### config.mk
export PLATFORM = sky130hd
export DESIGN_NAME = dtm_top
export DESIGN_NICKNAME = d
export VERILOG_FILES = /design/src/rtl/dtm_pkg.sv /design/src/rtl/dtm_divider.sv /design/src/rtl/dtm_counter.sv /design/src/rtl/dtm_regs.sv /design/src/rtl/dtm_top.sv
export SDC_FILE = /design/constraint.sdc
export NUM_CORES = 1
export LEC_CHECK = 0
export ABC_AREA = 1
export BUFFER_PORTS_ARGS = -buffer_cell sky130_fd_sc_hd__buf_4
export CORE_UTILIZATION = 50
export DETAILED_ROUTE_END_ITERATION = 10
export PLACE_DENSITY = 0.7
export SYNTH_ARGS = -nofsm -noshare
export SYNTH_HDL_FRONTEND = slang
export SYNTH_SLANG_ARGS = --single-unit
### constraint.sdc
create_clock -name clk -period 3.9 [get_ports clk]
set_clock_uncertainty 0.2 [all_clocks]
set_input_delay 0.195 -clock clk [delete_from_list [all_inputs] [get_ports clk]]
set_output_delay 0.195 -clock clk [all_outputs]
set_load 0.01 [all_outputs]
### src/rtl/dtm_pkg.sv
package dtm_pkg;

  typedef enum logic [1:0] {
    SRC_FIXED = 2'd0,
    SRC_DIV16 = 2'd1,
    SRC_DIV32 = 2'd2,
    SRC_OFF   = 2'd3
  } src_e;

  typedef struct packed {
    logic cascade;
    logic ien1;
    logic ien0;
    src_e sel1;
    src_e sel0;
  } ctrl_t;

  localparam int CTRL_W = $bits(ctrl_t);

  // divisor of zero behaves as one
  function automatic logic [31:0] eff_div(input logic [31:0] d);
    return (d == 32'd0) ? 32'd1 : d;
  endfunction

  function automatic logic pick_tick(input src_e s, input logic t_fix,
                                     input logic t_16, input logic t_32);
    case (s)
      SRC_FIXED: return t_fix;
      SRC_DIV16: return t_16;
      SRC_DIV32: return t_32;
      default:   return 1'b0;
    endcase
  endfunction

endpackage

### src/rtl/dtm_divider.sv
module dtm_divider
  import dtm_pkg::*;
#(
  parameter int WIDTH = 16
) (
  input  logic             clk,
  input  logic             rst_n,
  input  logic             restart,
  input  logic [WIDTH-1:0] divisor,
  output logic             tick
);

  logic [WIDTH-1:0] phase;
  logic [31:0]      limit;

  assign limit = eff_div(32'(divisor)) - 32'd1;
  assign tick  = (32'(phase) == limit);

  always_ff @(posedge clk or negedge rst_n) begin
    if (!rst_n)       phase <= '0;
    else if (restart) phase <= '0;
    else if (tick)    phase <= '0;
    else              phase <= phase + WIDTH'(1);
  end

endmodule

### src/rtl/dtm_counter.sv
module dtm_counter #(
  parameter int W = 8
) (
  input  logic         clk,
  input  logic         rst_n,
  input  logic         inc,
  input  logic         ien,
  input  logic         clr,
  output logic [W-1:0] count,
  output logic         wrap,
  output logic         flag
);

  logic [W:0] nxt;

  assign nxt  = {1'b0, count} + (W+1)'(1);
  assign wrap = inc & nxt[W];

  always_ff @(posedge clk or negedge rst_n) begin
    if (!rst_n)   count <= '0;
    else if (inc) count <= nxt[W-1:0];
  end

  always_ff @(posedge clk or negedge rst_n) begin
    if (!rst_n)           flag <= 1'b0;
    else if (clr)         flag <= 1'b0;
    else if (wrap && ien) flag <= 1'b1;
  end

endmodule

### src/rtl/dtm_regs.sv
module dtm_regs
  import dtm_pkg::*;
#(
  parameter int ADDR_W = 3
) (
  input  logic              clk,
  input  logic              rst_n,
  input  logic              wr_en,
  input  logic [ADDR_W-1:0] wr_addr,
  input  logic [31:0]       wr_data,
  output ctrl_t             ctrl,
  output logic [15:0]       div16,
  output logic [31:0]       div32,
  output logic              ctrl_wr,
  output logic              div16_wr,
  output logic              div32_wr
);

  localparam logic [ADDR_W-1:0] A_CTRL = ADDR_W'(0);
  localparam logic [ADDR_W-1:0] A_D16  = ADDR_W'(1);
  localparam logic [ADDR_W-1:0] A_D32  = ADDR_W'(2);

  assign ctrl_wr  = wr_en && (wr_addr == A_CTRL);
  assign div16_wr = wr_en && (wr_addr == A_D16);
  assign div32_wr = wr_en && (wr_addr == A_D32);

  always_ff @(posedge clk or negedge rst_n) begin
    if (!rst_n) begin
      ctrl  <= '0;
      div16 <= '0;
      div32 <= '0;
    end else begin
      if (ctrl_wr)  ctrl  <= ctrl_t'(wr_data[CTRL_W-1:0]);
      if (div16_wr) div16 <= wr_data[15:0];
      if (div32_wr) div32 <= wr_data;
    end
  end

endmodule

### src/rtl/dtm_top.sv
module dtm_top
  import dtm_pkg::*;
#(
  parameter int          CNT_W     = 8,
  parameter int          ADDR_W    = 3,
  parameter logic [15:0] FIXED_DIV = 16'd5
) (
  input  logic                  clk,
  input  logic                  rst_n,
  input  logic                  wr_en,
  input  logic [ADDR_W-1:0]     wr_addr,
  input  logic [31:0]           wr_data,
  output logic [CNT_W-1:0]      count0,
  output logic [CNT_W-1:0]      count1,
  output logic [2*CNT_W-1:0]    count16,
  output logic [16+2*CNT_W-1:0] status_word,
  output logic                  irq0,
  output logic                  irq1
);

  ctrl_t       ctrl;
  logic [15:0] div16;
  logic [31:0] div32;
  logic        ctrl_wr, div16_wr, div32_wr;

  // named internal events, used by the checker
  logic       tick_fix, tick_16, tick_32;
  logic       tick0, tick1;
  logic       inc0, inc1;
  logic       wrap0, wrap1;
  logic       casc, ien0, ien1;
  logic [1:0] sel0, sel1;

  dtm_regs #(.ADDR_W(ADDR_W)) u_regs (
    .clk(clk), .rst_n(rst_n), .wr_en(wr_en), .wr_addr(wr_addr),
    .wr_data(wr_data), .ctrl(ctrl), .div16(div16), .div32(div32),
    .ctrl_wr(ctrl_wr), .div16_wr(div16_wr), .div32_wr(div32_wr)
  );

  generate
    if (FIXED_DIV <= 16'd1) begin : g_fix_bypass
      assign tick_fix = 1'b1;
    end else begin : g_fix_div
      dtm_divider #(.WIDTH(16)) u_fix (
        .clk(clk), .rst_n(rst_n), .restart(1'b0),
        .divisor(FIXED_DIV), .tick(tick_fix)
      );
    end
  endgenerate

  dtm_divider #(.WIDTH(16)) u_div16 (
    .clk(clk), .rst_n(rst_n), .restart(div16_wr),
    .divisor(div16), .tick(tick_16)
  );

  dtm_divider #(.WIDTH(32)) u_div32 (
    .clk(clk), .rst_n(rst_n), .restart(div32_wr),
    .divisor(div32), .tick(tick_32)
  );

  assign casc = ctrl.cascade;
  assign ien0 = ctrl.ien0;
  assign ien1 = ctrl.ien1;
  assign sel0 = ctrl.sel0;
  assign sel1 = ctrl.sel1;

  assign tick0 = pick_tick(ctrl.sel0, tick_fix, tick_16, tick_32);
  assign tick1 = pick_tick(ctrl.sel1, tick_fix, tick_16, tick_32);

  assign inc1 = tick1;
  assign inc0 = casc ? wrap1 : tick0;

  dtm_counter #(.W(CNT_W)) u_cnt1 (
    .clk(clk), .rst_n(rst_n), .inc(inc1), .ien(ien1), .clr(ctrl_wr),
    .count(count1), .wrap(wrap1), .flag(irq1)
  );

  dtm_counter #(.W(CNT_W)) u_cnt0 (
    .clk(clk), .rst_n(rst_n), .inc(inc0), .ien(ien0), .clr(ctrl_wr),
    .count(count0), .wrap(wrap0), .flag(irq0)
  );

  assign count16     = {count0, count1};
  assign status_word = {FIXED_DIV, count0, count1};

endmodule

# Word-level counts from Yosys, hierarchy flattened
# Index checks and enable logic that the tools add are counted.
# totals
in_bits	38
mem_bits_ro	0
n_memories	0
elab_cells	58
out_inout_bits	66
ramBits	0
reg_bits	137
latchBits	0
# op_classes
n_eq_ne	9
addsub	7
magnitude_cmp	0
mux	14
n_mul	0
n_bitwise	2
div	0
n_reduce_logical	12
shift	0
# ops
op	n
$mux 32	3
$mux 16	4
$sub 32x1->32 const B	2
$add 16x1->16 const B	2
$add 32x1->32 const B	1
$eq 16x32->1	1
$eq 32x32->1	1
$logic_not 32->1	1
$add 8x1->9 const B	2
$eq 16x3->1 const B	1
$logic_not 16->1	1
$pmux 1 s3	2
$logic_and 1x1->1	5
$mux 1	5
$eq 2x1->1 const B	2
$eq 2x2->1 const B	2
$logic_not 2->1	2
$reduce_bool 2->1	2
$eq 3x1->1 const B	1
$eq 3x2->1 const B	1
$logic_not 3->1	1
$and 1x1->1	2

# Depth between registers and ports, before layout
# logic_depth
depth_word	11
mapped_depth	24
mapped_depth_nobuf	23

# Hierarchy
# From an unflattened synthesis, not the netlist that was laid out.
# unflattened
hier_cells	1582
hier_area_um2	10706.5
# by_module_without_submodules
module	area_per_inst_um2	seq_area_each_um2	n_inst	cells_each
dtm_divider at u_div32	3712.3	800.8	1	620
dtm_divider at g_fix_div.u_fix ...	1741.7	400.4	2	280
dtm_regs	2237.1	1376.3	1	247
dtm_counter	416.6	225.2	2	44
dtm_top	440.4	0.0	1	67

# Worst setup path after synthesis
# Ideal clock, no wire load.
# synth_path
path_kind	reg-to-reg
start	reg u_regs.div16[2]
end	reg u_div16.phase[5]
synth_period_minus_slack_ps	3397
setup_ps	136
path_stages_with_launch	22
path_buffers	1
t_required_ps	3564
arrival_ps	3062
setup_slack_ps	503
cell_sequence	dfrtp_1 -> inv_2 -> nand2_1 -> nor2_1 -> nand4_1 -> nand2_1 -> nor2_2 -> nand3_1 -> inv_1 -> nand3_1 -> nor3_1 -> ha_1 -> nand2_1 -> nand3_1 -> a2111oi_0 -> o21ai_0 -> nor2_1 -> nand4_1 -> or3_1 -> nor2_2 -> buf_2 -> nor3_1
# synth_via
elab_chain_len	6
# synth_lines
item	line	source
start: declaration	dtm_regs.sv:12	output logic [15:0] div16,
start signal: assignment	dtm_regs.sv:34	if (div16_wr) div16 <= wr_data[15:0];
$logic_not 16->1	dtm_pkg.sv:22	return (d == 32'd0) ? 32'd1 : d;
$mux 16 (*)	dtm_pkg.sv:22	
$sub 32x1->32 (*)	dtm_divider.sv:16	assign limit = eff_div(32'(divisor)) - 32'd1;
$eq 16x32->1 (*)	dtm_divider.sv:17	assign tick = (32'(phase) == limit);
$mux 16 (*)	dtm_divider.sv:22	else if (tick) phase <= '0;
$mux 16 (*)	dtm_divider.sv:21	else if (restart) phase <= '0;
end signal: assignment	dtm_divider.sv:23	else phase <= phase + WIDTH'(1);
end: declaration	dtm_divider.sv:13	logic [WIDTH-1:0] phase;
# Mark *: on every way between the ends. The rest lies on a longest branch, timed or not.
# A chain may end at the register's enable or synchronous reset.

# Worst setup path in the final report
# layout_path
start	reg u_regs.div32[17]
end	reg u_cnt0.flag
# layout_via
elab_chain_len	10
elab_cells_between_ends	11
cone_classes	add/sub (1); eq/ne (1); mux (4); bitwise (2); reduce/logical (3)
# layout_lines
item	line	source
start: declaration	dtm_regs.sv:13	output logic [31:0] div32,
start signal: assignment	dtm_regs.sv:35	if (div32_wr) div32 <= wr_data;
$logic_not 32->1	dtm_pkg.sv:22	
$mux 32 (*)	dtm_pkg.sv:22	
$sub 32x1->32 (*)	dtm_divider.sv:16	
$eq 32x32->1 (*)	dtm_divider.sv:17	
$pmux 1 s3	dtm_pkg.sv:27	case (s)
$and 1x1->1	dtm_counter.sv:17	assign wrap = inc & nxt[W];
$mux 1 (*)	dtm_top.sv:71	assign inc0 = casc ? wrap1 : tick0;
$and 1x1->1 (*)	dtm_counter.sv:17	
$logic_and 1x1->1 (*)	dtm_counter.sv:27	else if (wrap && ien) flag <= 1'b1;
$reduce_bool 2->1 (no source line) (*)	--	
end signal: assignment	dtm_counter.sv:25	if (!rst_n) flag <= 1'b0;
end signal: assignment	dtm_counter.sv:26	else if (clr) flag <= 1'b0;
end signal: assignment	dtm_counter.sv:27	
end: declaration	dtm_counter.sv:11	output logic flag
# Marks and branches as above.

==> results.cfg <==
[placed_design]
io_buffers = 87
preCtsSetupSlack_ps = 69.3
globalplace.congestion = 0.935
place.detailed.hpwl_um = 17000

[die]
die_w_um = 136
fp.dieH_um = 136
dieArea_mm2 = 0.0184
ioPinCount = 104
std_cell_rows = 48
initial_core_util_pct = 51.5
core_mm2 = 0.0174

[yosys]
ys_seq_area_share_pct = 38.3
yosysWarnings = 0
synth-edff-count = 0
syn_area_mm2 = 0.00894
async_flop_share_pct = 100
synth_top_flop_cell = dfrtp_1
syn_inst = 1196
synth_seq_cells = 137
syn_area_per_cell_um2 = 7.47
synth_cell_types = 44

[outcome]
status = finished clean

[worst_setup_path]
crit_path_top_delay_cell = dfrtp_1
worstPathRequired_ps = 4060
path_class = flip-flop to flip-flop
cp-start-kind = flip-flop
critPathMaxFanout = 8
r2r_setup_slack_ps = 180
crit_path_end_kind = flip-flop
worst_ep_arrival_time_ps = 3880
cpPeakStageDelay_ps = 420
worstPathCellList = nor2_1 > nand2_1 > nor2_1 > nand2_1 > nor2_1 > nor2_2 > ha_1 > nand3_2 > nor2_4 > nand2_1 > nor2_1 > xor2_1 > nand3_1 > nor2_1 > nand2_1 > nor2_4 > nand3_1 > nand3_1 > nand2_1 > nand2_4 > nand3_1 > a21oi_1
rr_worst_depth = 22

[power_and_ir_drop]
p_sw_uw = 1850
sequentialPowerShare_pct = 37.2
power.leakage_uw = 0.00522
p_int_uw = 3380
swShare_pct = 35.4
pwr-share-clk_pct = 32.3
peakVddDrop_mv = 0.354
p_comb_share_pct = 30.6
powerDensity_mw_per_mm2 = 486

[timing]
setup_viol = 0
final.setup.worst_slack_ps = 178
min_period_ps = 3720
drv_slew = 0
rsz0062_at_grt = yes
fin_crit_sh_pct = 95.4
fmax_mhz = 269
worst_pin_slew_ps = 829
slew_headroom_pct = 44.7
hold_violations = 0
fin_setup_tns_ps = 0

[finish]
nFillCells = 1580
diodes = 0
syn_to_final_growth_pct = 20.4
layout-drive-gt1-share_pct = 16.5
nNetsFinal = 1359

[clocking]
clock_latency_ps = 430
cts-buffers-inserted = 17
cts_tree = yes
ctsLongestPathBuffers = 2
htreeDepth = 4
cts_root_buf = clkbuf_16
cts.reportedPaths.clkPinSlew_ps = 60
clock-sinks = 137

[grt]
grt_pass1_wl_um = 36800
antenna_found_initial = 0
grt_start_max_net_pins = 89
grt_pass1_vias = 7320
grt_overflow = 0
grt_use_total_pct = 25.8

[drt]
vias = 7926
drtPass1Iterations = 5
drtAntennaViolNets = 0
first_iter_violations = 528
wl_um = 22700
drc = 0
via_per_inst = 5.12
drt-wirelength-per-cell_um = 14.6

[worst_hold_path]
hp-class = input port to flip-flop
holdPathStages = 5

[job]
maxCapViolations = 0
==> power groups by stage <==
| stage | Clock [uW] | Combinational, uW | Sequential [uW] |
|---|---|---|---|
| floorplan | 0 | 1120 | 1910 |
| global placement | 0 | 1490 | 1950 |
| detailed placement | 0 | 1510 | 1950 |
| CTS | 1700 | 1550 | 1940 |
| global route | 1760 | 1790 | 1980 |
| finish | 1690 | 1600 | 1940 |
==> synth_stat cells, types with 5 or more instances <==
master / n / share of area (%)
o21ai_0: 48 / 2.7
inv_2: 16 / 0.67
nor2_1: 125 / 5.2
ha_1: 9 / 1.3
nor2_2: 13 / 0.91
buf_4: 48 / 4.0
nor3_1: 64 / 3.6
nand2_2: 5 / 0.35
dfrtp_1: 137 / 38
clkbuf_1: 15 / 0.63
xnor2_1: 30 / 2.9
a21oi_1: 7 / 0.39
nand4_1: 31 / 2.2
nor4_1: 17 / 1.2
inv_1: 147 / 6.2
xor2_1: 84 / 8.2
nand3_1: 72 / 4.0
nand3b_1: 6 / 0.50
nand2_1: 271 / 11
==> what timing repair did <==
action,in CTS,in global routing
gates resized for setup,0,18
hold buffers,35,0
setup endpoints to repair,0,60
setup buffers,0,5
endpoints found under the hold margin,142,0
==> path summary, 6_finish.rpt <==
kind	start	endpoint
worst max-delay path	u_regs.div32[17]$_DFFE_PN0P_	u_cnt0.flag$_DFFE_PN0P_
min in group asynchronous	rst_n	u_cnt1.count[1]$_DFFE_PN0P_
worst min-delay path	wr_addr[2]	u_cnt0.flag$_DFFE_PN0P_
max in group asynchronous	rst_n	u_div32.phase[27]$_DFF_PN0_
worst min register to register	g_fix_div.u_fix.phase[0]$_DFF_PN0_	g_fix_div.u_fix.phase[0]$_DFF_PN0_
worst max register to register	u_regs.div32[17]$_DFFE_PN0P_	u_cnt0.flag$_DFFE_PN0P_
==> final cells by class <==
cell class	instances	area [um2]	share of cell area (%)
multi-input combinational	844	4590	42.7
sequential	137	3430	31.9
timing repair buffer	149	1230	11.5
inverter	163	612	5.69
clock buffer	21	470	4.37
tap	225	282	2.62
clock inverter	10	141	1.31
==> registers in the layout, summed over array words and instances, names as in the netlist <==
signal / flops
g_fix_div.u_fix.phase: 16
u_cnt0.count: 8
u_cnt0.flag: 1
u_cnt1.count: 8
u_cnt1.flag: 1
u_div16.phase: 16
u_div32.phase: 32
u_regs.ctrl: 7
u_regs.div16: 16
u_regs.div32: 32
==> cells in the final DEF (no fill, tap or decap), types with 2 or more instances in the layout <==
master and instances:
conb_1 16, nand2_1 270, xor2_2 3, clkbuf_16 17, nor3_2 4, nand2_4 2
nand2_2 7, xor2_1 82, nand3_1 71, nor3_1 61, nand3b_1 6, inv_1 147
nand3_4 4, clkbuf_8 3, bufinv_16 3, or2_2 4, nor2_4 5, inv_2 16
a21oi_1 7, ha_1 9, nor4_1 17, nor3b_1 2, buf_4 111, clkinvlp_4 2
a2111oi_0 3, clkinv_4 2, dlygate4sd3_1 35, nor2_1 119, nand4_1 31, nor2_2 18
o21ai_0 47, dfrtp_1 137, nand3_2 3, buf_12 2, xnor2_1 30, o21bai_1 2
o21ai_2 3, and3_1 3, clkinv_2 2, o21ai_1 4
==> layer usage <==
layer,vias up,global-route usage [%],part of all wire [%]
met1,3703,38.3,49
met2,214,38.3,44
li1,3977,-,-
met4,0,6.24,1.3
met3,32,4.83,5.7
met5,-,0,0
==> critical path: cells and delay by family (launching register included) <==
| kind | cells | cell delay (ps) |
|---|---|---|
| xor+xnor | 1 | 230 |
| flops | 1 | 420 |
| compound gates | 1 | 120 |
| simple gates | 19 | 2460 |
| fa+ha+maj | 1 | 220 |
==> cell families (layout without fill, tap and decap cells) <==
group | after synthesis | in the layout | synth area share [%]
and+or+nand+nor | 633 | 634 | 32.6
DFF | 137 | 137 | 38.3
adders and majority gates | 9 | 9 | 1.26
other | 2 | 16 | 0.0840
AOI/OAI and AO/OA | 69 | 69 | 4.27
buffers and inverters | 230 | 343 | 11.8
xor gates and xnor gates | 116 | 116 | 11.6
==> through the flow <==
step	utilization [%]	hold WS (ps)	total power [uW]	instances	cell area, um2
final	62.0	94.9	5230	1549	10800
after global routing	62.0	135	5540	1549	10800
after CTS	61.3	116	5190	1543	10600
after detailed placement	55.8	124	3470	1477	9680
after global placement	55.8	117	3440	1477	9680
after floorplan	-	-301	3030	1210	8990
No activity file was read; power rests on OpenSTA's default activity.
